$ cat src/rtl/jbb_pkg.sv
package jbb_pkg;

  // size codes carried in an address scan
  localparam logic [1:0] SZ_BYTE = 2'd0;
  localparam logic [1:0] SZ_HALF = 2'd1;
  localparam logic [1:0] SZ_WORD = 2'd2;
  localparam logic [1:0] SZ_BAD  = 2'd3;

  // strobes from control to datapath
  typedef struct packed {
    logic capture;    // load busy, error and read data into the scan register
    logic shift;      // move the scan register one bit toward tdo
    logic loadAddr;   // take address and size from the scan register
    logic loadWdata;  // take write data from the scan register
    logic advance;    // step the address by the current size
    logic loadRdata;  // take bus read data
  } dpStrobe_t;

endpackage

$ cat src/rtl/jbb_datapath.sv
module jbb_datapath
  import jbb_pkg::*;
#(
  parameter int AW = 36,
  parameter int DW = 32,
  parameter int REG_IDX_W = 7,
  parameter logic [AW-1:0] REG_BASE = '0
) (
  input  logic          clk,
  input  logic          rstN,
  input  dpStrobe_t     stb,
  input  logic          tdi,
  input  logic          selWord,
  input  logic          selReg,
  input  logic          busyIn,
  input  logic          errIn,
  input  logic [DW-1:0] busRdata,
  output logic          tdo,
  output logic          fieldRead,
  output logic          fieldBad,
  output logic [AW-1:0] busAddr,
  output logic [1:0]    busSize,
  output logic [DW-1:0] busWdata
);

  localparam int SR_W  = AW + 5;
  localparam int RD_LO = 2;
  localparam int WD_LO = SR_W - DW;

  logic [SR_W-1:0] scanQ;
  logic [AW-1:0]   addrQ;
  logic [1:0]      sizeQ;
  logic [DW-1:0]   wdataQ;
  logic [DW-1:0]   rdataQ;

  logic [AW-1:0]        fAddr;
  logic [1:0]           fSize;
  logic [REG_IDX_W-1:0] regIdx;

  assign tdo = scanQ[0];

  // address scan decode
  assign regIdx    = scanQ[5 +: REG_IDX_W];
  assign fieldRead = scanQ[2];
  always_comb begin
    if (selReg)
      fAddr = REG_BASE + (AW'(regIdx) << 2);
    else
      fAddr = scanQ[SR_W-1:5];
    if (selReg || selWord)
      fSize = SZ_WORD;
    else
      fSize = scanQ[4:3];
  end

  always_comb begin
    unique case (fSize)
      SZ_BYTE: fieldBad = 1'b0;
      SZ_HALF: fieldBad = fAddr[0];
      SZ_WORD: fieldBad = |fAddr[1:0];
      default: fieldBad = 1'b1;
    endcase
  end

  always_ff @(posedge clk or negedge rstN) begin
    if (!rstN) begin
      scanQ <= '0;
    end else if (stb.capture) begin
      scanQ <= '0;
      scanQ[0] <= busyIn;
      scanQ[1] <= errIn;
      scanQ[RD_LO +: DW] <= rdataQ;
    end else if (stb.shift) begin
      scanQ <= {tdi, scanQ[SR_W-1:1]};
    end
  end

  always_ff @(posedge clk or negedge rstN) begin
    if (!rstN) begin
      addrQ  <= '0;
      sizeQ  <= SZ_BYTE;
      wdataQ <= '0;
      rdataQ <= '0;
    end else begin
      if (stb.loadAddr) begin
        addrQ <= fAddr;
        sizeQ <= fSize;
      end else if (stb.advance) begin
        addrQ <= addrQ + (AW'(1) << sizeQ);
      end
      if (stb.loadWdata) wdataQ <= scanQ[WD_LO +: DW];
      if (stb.loadRdata) rdataQ <= busRdata;
    end
  end

  assign busAddr  = addrQ;
  assign busSize  = sizeQ;
  assign busWdata = wdataQ;

  // the transfer address cannot move while an access is outstanding
  a_r9_addr_frozen: assert property (@(posedge clk) disable iff (!rstN)
    busyIn |=> (!busyIn || $stable(busAddr)));

endmodule

$ cat src/rtl/jbb_ctrl.sv
module jbb_ctrl
  import jbb_pkg::*;
(
  input  logic      clk,
  input  logic      rstN,
  input  logic      selAcc,
  input  logic      selBlock,
  input  logic      selCancel,
  input  logic      capDr,
  input  logic      shiftDr,
  input  logic      updDr,
  input  logic      updIr,
  input  logic      fieldRead,
  input  logic      fieldBad,
  input  logic      busReady,
  output dpStrobe_t stb,
  output logic      busy,
  output logic      err,
  output logic      busWe
);

  logic busyQ, busyN;
  logic weQ, weN;
  logic inDataQ, inDataN;    // single access waiting for its data scan
  logic errQ, errN;
  logic lastReadQ, lastReadN;
  logic seenQ, seenN;        // data of last read already scanned out
  logic cancelNow;

  assign cancelNow = updIr && selCancel;

  always_comb begin
    stb         = '0;
    stb.capture = capDr;
    stb.shift   = shiftDr;
    busyN       = busyQ;
    weN         = weQ;
    inDataN     = inDataQ;
    errN        = errQ;
    lastReadN   = lastReadQ;
    seenN       = seenQ;

    if (capDr) errN = 1'b0;

    if (busyQ && busReady) begin
      busyN         = 1'b0;
      stb.loadRdata = !weQ && !cancelNow;
    end

    if (updIr) begin
      if (selCancel) begin
        busyN   = 1'b0;
        inDataN = 1'b0;
      end else if (!busyQ && selAcc) begin
        inDataN = 1'b0;
      end else if (!busyQ && selBlock && lastReadQ && seenQ) begin
        stb.advance = 1'b1;
        busyN       = 1'b1;
        weN         = 1'b0;
        seenN       = 1'b0;
      end
    end

    if (updDr && !busyQ) begin
      if (selAcc) begin
        if (!inDataQ) begin
          if (fieldBad) begin
            errN = 1'b1;
          end else begin
            stb.loadAddr = 1'b1;
            lastReadN    = fieldRead;
            inDataN      = 1'b1;
            seenN        = 1'b0;
            if (fieldRead) begin
              busyN = 1'b1;
              weN   = 1'b0;
            end
          end
        end else begin
          inDataN = 1'b0;
          if (lastReadQ) begin
            seenN = 1'b1;
          end else begin
            stb.loadWdata = 1'b1;
            busyN         = 1'b1;
            weN           = 1'b1;
          end
        end
      end else if (selBlock) begin
        stb.advance = 1'b1;
        busyN       = 1'b1;
        if (lastReadQ) begin
          weN = 1'b0;
        end else begin
          stb.loadWdata = 1'b1;
          weN           = 1'b1;
        end
      end
    end
  end

  always_ff @(posedge clk or negedge rstN) begin
    if (!rstN) begin
      busyQ     <= 1'b0;
      weQ       <= 1'b0;
      inDataQ   <= 1'b0;
      errQ      <= 1'b0;
      lastReadQ <= 1'b0;
      seenQ     <= 1'b0;
    end else begin
      busyQ     <= busyN;
      weQ       <= weN;
      inDataQ   <= inDataN;
      errQ      <= errN;
      lastReadQ <= lastReadN;
      seenQ     <= seenN;
    end
  end

  assign busy  = busyQ;
  assign err   = errQ;
  assign busWe = weQ;

  // an outstanding access stays put until ready or cancel
  a_r8_req_held: assert property (@(posedge clk) disable iff (!rstN)
    (busyQ && !busReady && !cancelNow) |=> (busyQ && $stable(busWe)));

  // ready always ends the access
  a_r8_ready_ends: assert property (@(posedge clk) disable iff (!rstN)
    (busyQ && busReady) |=> !busyQ);

  // cancel ends the access in the next cycle
  a_r12_cancel_drops: assert property (@(posedge clk) disable iff (!rstN)
    (busyQ && cancelNow) |=> !busyQ);

  // a rejected address neither starts a transfer nor stays silent
  a_r7_bad_no_req: assert property (@(posedge clk) disable iff (!rstN)
    (updDr && selAcc && !busyQ && !inDataQ && fieldBad) |=> (!busyQ && errQ));

  // a non-cancel instruction update leaves the access outstanding
  a_r13_keep_running: assert property (@(posedge clk) disable iff (!rstN)
    (busyQ && updIr && !selCancel && !busReady) |=> busyQ);

endmodule

$ cat src/rtl/jtag_bus_bridge.sv
module jtag_bus_bridge
  import jbb_pkg::*;
#(
  parameter int AW = 36,
  parameter int DW = 32,
  parameter int REG_IDX_W = 7,
  parameter logic [AW-1:0] REG_BASE = 36'h8_0000_0000
) (
  input  logic          clk,
  input  logic          rstN,
  input  logic          selSized,
  input  logic          selWord,
  input  logic          selReg,
  input  logic          selBlock,
  input  logic          selCancel,
  input  logic          capDr,
  input  logic          shiftDr,
  input  logic          updDr,
  input  logic          updIr,
  input  logic          tdi,
  output logic          tdo,
  output logic          busReq,
  output logic          busWe,
  output logic [AW-1:0] busAddr,
  output logic [1:0]    busSize,
  output logic [DW-1:0] busWdata,
  input  logic          busReady,
  input  logic [DW-1:0] busRdata
);

  dpStrobe_t stb;
  logic busy, err, fieldRead, fieldBad;

  jbb_ctrl u_ctrl (
    .clk(clk), .rstN(rstN),
    .selAcc(selSized | selWord | selReg),
    .selBlock(selBlock), .selCancel(selCancel),
    .capDr(capDr), .shiftDr(shiftDr), .updDr(updDr), .updIr(updIr),
    .fieldRead(fieldRead), .fieldBad(fieldBad), .busReady(busReady),
    .stb(stb), .busy(busy), .err(err), .busWe(busWe)
  );

  jbb_datapath #(
    .AW(AW), .DW(DW), .REG_IDX_W(REG_IDX_W), .REG_BASE(REG_BASE)
  ) u_dp (
    .clk(clk), .rstN(rstN), .stb(stb), .tdi(tdi),
    .selWord(selWord), .selReg(selReg),
    .busyIn(busy), .errIn(err), .busRdata(busRdata),
    .tdo(tdo), .fieldRead(fieldRead), .fieldBad(fieldBad),
    .busAddr(busAddr), .busSize(busSize), .busWdata(busWdata)
  );

  assign busReq = busy;

endmodule

$ cat config.mk
export PLATFORM = sky130hd
export DESIGN_NAME = jtag_bus_bridge
export DESIGN_NICKNAME = d
export VERILOG_FILES = /design/src/rtl/jbb_pkg.sv /design/src/rtl/jbb_datapath.sv /design/src/rtl/jbb_ctrl.sv /design/src/rtl/jtag_bus_bridge.sv
export SDC_FILE = /design/constraint.sdc
export NUM_CORES = 1
export LEC_CHECK = 0
export ABC_AREA = 1
export BUFFER_PORTS_ARGS = -buffer_cell sky130_fd_sc_hd__buf_4
export CAP_MARGIN = 0
export CORE_MARGIN = 4
export CORE_UTILIZATION = 33
export CTS_CLUSTER_SIZE = 16
export DETAILED_ROUTE_END_ITERATION = 7
export GPL_ROUTABILITY_DRIVEN = 0
export PLACE_DENSITY = 0.57
export SYNTH_ARGS = -nofsm -noshare
export SYNTH_HDL_FRONTEND = slang
export SYNTH_SLANG_ARGS = --single-unit
$ cat constraint.sdc
create_clock -name clk -period 2.03 [get_ports clk]
set_clock_uncertainty 0.15 [all_clocks]
set_input_delay 0.406 -clock clk [delete_from_list [all_inputs] [get_ports clk]]
set_output_delay 0.406 -clock clk [all_outputs]
set_load 0.01 [all_outputs]
# Word-level counts from Yosys, hierarchy flattened
# Cells that the tools add are included.
# classes
n_addsub	2
eq_ne	2
bitwise_logic	4
muxes	65
n_shift	1
n_reduce_logical	17
# ops
op	count
$mux 36	3
$mux 41	2
$mux 1	56
$add 36x36->36	1
$add 36x9->36 const A	1
$shl 1x2->36 const A	1
$logic_and 1x1->1	8
$mux 2	2
$reduce_and 4->1	1
$reduce_bool 2->1	2
$logic_not 1->1	3
$mux 3	1
$pmux 1 s3	1
$eq 2x1->1 const B	1
$eq 2x2->1 const B	1
$logic_not 2->1	1
$not 1->1	2
$or 1x1->1	2
$reduce_or 2->1	1
$logic_or 1x1->1	1
# totals
out_inout_bits	73
in_bits	45
word_cells	102
regBits	149

# Longest topological paths before layout
# logic_depth
word_depth	13
mapped_depth	15
mapped_depth_nobuf	15

# Hierarchy
# Synthesis repeated with hierarchy kept, for this count alone.
# unflattened
cells_unflattened	947
area_unflattened_um2	7536.0
# modules_own_cells
module	seq_area_each_um2	area_each_um2	n_inst	cells_per_inst
jbb_datapath	3578.4	7124.3	1	887
jbb_ctrl	150.1	400.4	1	57
jtag_bus_bridge	0.0	11.3	1	3

# Least setup slack after synthesis
# OpenSTA, ideal clock, no wires.
# synth_timing
kind	flip-flop to flip-flop
from	register u_dp.sizeQ[0], in the netlist u_dp.busSize[0]
to	register u_dp.addrQ[32], in the netlist u_dp.busAddr[32]
t_required_ns	1.762
slack_ns	-0.258
path_stages_with_launch	15
period_less_slack_ns	2.288
arrival_time_ns	2.020
n_path_buf	0
path_cell_list	dfrtp_1 nor2_1 ha_1 inv_1 fa_1 inv_1 nand2_1 nand2_1 nand2_1 nor2_1 nand2_1 nand2_1 nand2_1 a21oi_1 nor2_1
# synth_between
elab_chain_cells	4
# synth_rtl
element	line_no	text
from (decl)	jbb_datapath.sv:32	logic [1:0] sizeQ;
from (signal assigned)	jbb_datapath.sv:87	sizeQ <= fSize;
$shl 1x2->36	jbb_datapath.sv:89	addrQ <= addrQ + (AW'(1) << sizeQ);
$add 36x36->36	jbb_datapath.sv:89	
$mux 36	jbb_datapath.sv:88	end else if (stb.advance) begin
$mux 36	jbb_datapath.sv:85	if (stb.loadAddr) begin
to (signal assigned)	jbb_datapath.sv:86	addrQ <= fAddr;
to (signal assigned)	jbb_datapath.sv:89	
to (decl)	jbb_datapath.sv:31	logic [AW-1:0] addrQ;
# Every way passes these cells. The select of a mux whose other input is x is not followed.
# A chain may end at the register's enable or synchronous reset.

# Worst setup path in the final report
# layout_timing
from	register u_dp.sizeQ[0], in the netlist u_dp.busSize[0]
to	register u_dp.addrQ[30], in the netlist u_dp.busAddr[30]
# Same word-level chain as after synthesis.

==> load_flow_metrics.sql <==
INSERT INTO impl_metrics (metric_group, metric, value, unit) VALUES
('cts', 'ctsRootBufferMaster', 'clkbuf_16', ''),
('synthesis', 'synthesis.area_per_instance', '8.09', 'um^2'),
('setup_path', 'cp_data_arrival_time', '2450', 'ps'),
('final_layout', 'layout-drive-gt1-share', '28.2', '%'),
('status', 'outcome', 'complete, but fails checks', ''),
('cts', 'clk_latency', '420', 'ps'),
('die', 'floorplan.die.width', '161', 'um'),
('synthesis', 'yosys_warnings', '0', ''),
('final_layout', 'stdcell_count', '1449', ''),
('sta', 'grt_setup_unrepaired', 'true', ''),
('setup_path', 'critPathSlowestCell', 'dfrtp_1', ''),
('placed_design', 'port_buffers', '117', ''),
('die', 'design.core.area', '0.0229', 'mm^2'),
('drt', 'detailroute.via_count', '7066', ''),
('drt', 'firstDrtPassIters', '5', ''),
('synthesis', 'synth_seq_area_share', '48.1', '%'),
('setup_path', 'reg2regPathDepth', '14', ''),
('global_route', 'grt_overflow_total', '0', ''),
('pwr', 'power_density', '1400', 'mW/mm^2'),
('synthesis', 'number_of_instances_in_the_synthesized_netlist', '959', ''),
('setup_path', 'crit_path_cell_trace', 'inv_1, nor2_1, inv_1, fa_2, inv_2, nand2_2, nand2_4, nand2_4, nor2_4, buf_4, nand3b_1, nand2_1, a21oi_2, nor2_1', ''),
('sta', 'timing_hold_violations_final', '0', ''),
('sta', 'measured_slew_at_the_worst_slew_check_pin', '438', 'ps'),
('synthesis', 'synth_edf_count', '0', ''),
('die', 'dieHeight', '161', 'um'),
('cts', 'cts.path.max_buffers', '2', ''),
('setup_path', 'worst_setup_path_start_kind', 'register', ''),
('drt', 'detailedRoute.firstIterationViolations', '515', ''),
('global_route', 'globalRouteTotalUtil', '17.9', '%'),
('drt', 'routedWlPerCell', '16.1', 'um'),
('cts', 'tritoncts', 'done', ''),
('sta', 'relSlewSlack', '70.8', '%'),
('global_route', 'vias_in_the_first_global_route', '6787', ''),
('global_route', 'grt_first_pass_wirelength', '37300', 'um'),
('synthesis', 'synthDistinctLibCells', '41', ''),
('drt', 'drtAntennaViolNets', '0', ''),
('die', 'initial_cell_density_of_the_core', '33.9', '%'),
('setup_path', 'worst_setup_path_end_kind', 'register', ''),
('placed_design', 'placed_instances', '1407', ''),
('cts', 'htree_num_levels', '4', ''),
('die', 'rows', '55', ''),
('drt', 'drc', '0', ''),
('setup_path', 'worstSetupPathType', 'register to register', ''),
('cts', 'cts.clk_slew.worst_paths', '70', 'ps'),
('sta', 'min_period', '2250', 'ps'),
('setup_path', 'r2r-start', 'u_dp.busSize[0]', ''),
('global_route', 'pin_count_of_the_biggest_net_entering_global_routing', '66', ''),
('final_layout', 'syn2layout_area_growth', '32.3', '%'),
('placed_design', 'postPlaceCellArea', '0.00938', 'mm^2'),
('sta', 'max_clock_freq', '444', 'MHz'),
('setup_path', 'critical_path.max_stage_delay', '390', 'ps'),
('sta', 'slew_violations', '0', ''),
('final_layout', 'final_net_count', '1173', ''),
('drt', 'detail_route.vias_per_cell', '4.88', ''),
('cts', 'clock_net_sink_count', '149', ''),
('final_layout', 'diodes', '0', ''),
('sta', 'setup-tns-final', '-2740', 'ps'),
('sta', 'post_route_fraction_of_the_period_consumed_by_the_critical_path', '111', '%'),
('synthesis', 'dominantRegCellSynth', 'dfrtp_1', ''),
('synthesis', 'synthesis.nets', '1009', ''),
('sta', 'timing.final.setup_violations', '26', ''),
('final_layout', 'layout.cell_area.non_filler', '0.0103', 'mm^2'),
('synthesis', 'syn_area', '0.00776', 'mm^2'),
('flow_run', 'cap_violations', '0', ''),
('setup_path', 'timing.rr.end', 'u_dp.busAddr[30]', ''),
('synthesis', 'asyncSetResetFlopFracSynth', '100', '%'),
('global_route', 'grt_antenna_before_repair', '0', ''),
('setup_path', 'worstPathMaxFanout', '5', ''),
('placed_design', 'pre_cts_ws', '-212', 'ps'),
('pwr', 'leakage', '4.92', 'nW'),
('worst_hold_path', 'tightest_hold_check_type', 'input pin to register', ''),
('status', 'violations', 'negative setup slack', ''),
('setup_path', 'ff2ff_setup_slack', '-220', 'ps'),
('setup_path', 'timing.critical_path.required', '2230', 'ps'),
('cts', 'cts_buffers', '17', ''),
('drt', 'detail_route.wirelength', '23300', 'um'),
('placed_design', 'hpwl', '17100', 'um'),
('synthesis', 'synth-seq-cells', '149', ''),
('setup_path', 'crit_path_start', 'u_dp.busSize[0]', ''),
('die', 'die_area', '0.0260', 'mm^2'),
('setup_path', 'critPathCapture', 'u_dp.busAddr[30]', ''),
('die', 'pin_count', '118', ''),
('pwr', 'vdd_drop_max', '0.799', 'mV'),
('sta', 'setup_ws', '-220', 'ps');
[kinds of logic (layout without fill, tap and decap cells)]
| kind of cell | Yosys count | in the layout | synth area share (%) |
|---|---|---|---|
| compound gates | 147 | 147 | 11.2 |
| xor+xnor | 5 | 5 | 0.565 |
| fa+ha+maj | 5 | 5 | 0.903 |
| buf+inv | 145 | 322 | 8.19 |
| flops | 149 | 149 | 48.1 |
| mux | 32 | 32 | 4.65 |
| simple gates | 476 | 476 | 26.4 |
[critical path, delay by kind of cell, from the launching register on]
family                   cells  cell delay (ps)
AND/OR/NAND/NOR              8              820
flip-flops                   1              390
buffers and inverters        4              380
adder cells (fa/ha/maj)      1              380
AO/OA/AOI/OAI                1               50
[sequential cells by signal (all words and copies together) (netlist names)]
register          cells
u_ctrl.busWe          1
u_ctrl.busy           1
u_ctrl.err            1
u_ctrl.inDataQ        1
u_ctrl.lastReadQ      1
u_ctrl.seenQ          1
u_dp.busAddr         36
u_dp.busSize          2
u_dp.busWdata        32
u_dp.rdataQ          32
u_dp.scanQ           41
[layout make-up]
cell class | count | area [um^2]
clock inverter | 15 | 181
multi-input combinational | 665 | 3600
clock buffer | 17 | 425
fill | 2259 | 12700
sequential | 149 | 3730
tap | 313 | 392
inverter | 102 | 383
timing repair buffer | 188 | 1550
[how the worst min path moves through the flow]
stage | start | cells after the start | endpoint
after floorplan | rstN | 0 | u_ctrl.busWe
after global placement | rstN | 1 | u_dp.scanQ[1]
after detailed placement | rstN | 1 | u_dp.scanQ[1]
after CTS | busReady | 2 | u_ctrl.busy
after global routing | busReady | 2 | u_ctrl.busy
final | busReady | 2 | u_ctrl.busy
[cells in the mapped netlist (7+ instances only)]
| master | n | area (um^2) |
|---|---|---|
| nand2_1 | 287 | 1080 |
| dfrtp_1 | 149 | 3730 |
| inv_1 | 97 | 364 |
| nand3_1 | 89 | 445 |
| o21ai_0 | 72 | 360 |
| nor2_1 | 64 | 240 |
| o211ai_1 | 37 | 278 |
| mux2_2 | 30 | 338 |
| a21oi_1 | 20 | 100 |
| clkbuf_1 | 18 | 67.6 |
| nand4_1 | 11 | 68.8 |
| buf_2 | 10 | 50.1 |
| o21ai_1 | 8 | 40.0 |
| buf_4 | 7 | 52.6 |
| buf_6 | 7 | 78.8 |
[placed cells by master, fill, tap and decap left out, drive strengths merged, types with 24 or more instances in the layout]
cell type,Yosys,layout
a21oi,24,24
buf,25,187
nand2,292,292
nand3,92,92
inv,101,111
mux2,32,32
nor2,69,69
o21ai,80,80
o211ai,37,37
dfrtp,149,149
[per-layer routing]
metal / wire [um] / track usage, % / up-vias
li1: - / - / 3476
met1: 11800 / 27.2 / 3365
met2: 10200 / 26.4 / 208
met3: 1090 / 3.60 / 17
met4: 229 / 3.76 / 0
met5: 0 / 0 / -
[metrics by stage]
step | utilization, % | total power (W) | hold WS, ps
CTS | 44.4 | 0.0143 | 27.8
detailed placement | 40.9 | 0.0107 | 217
floorplan | - | 0.00803 | -39.6
global placement | 40.9 | 0.0106 | 221
global route | 44.8 | 0.0154 | 30.9
finish | 44.8 | 0.0144 | 42.5
[where the power goes]
| group | total [W] | switching [W] | internal (W) |
|---|---|---|---|
| Sequential | 0.00529 | 0.00112 | 0.00417 |
| Clock | 0.00328 | 0.00141 | 0.00187 |
| Combinational | 0.00580 | 0.00310 | 0.00270 |
[timing repair]
| item | CTS | global route |
|---|---|---|
| pin swaps | 26 | 20 |
| setup endpoints to repair | 30 | 34 |
| hold endpoints to repair | 37 | 0 |
| hold buffers | 1 | 0 |
| gates cloned | 0 | 0 |
| buffers inserted | 3 | 6 |
| resized for setup | 43 | 18 |
Power figures use the tool's default switching activity.
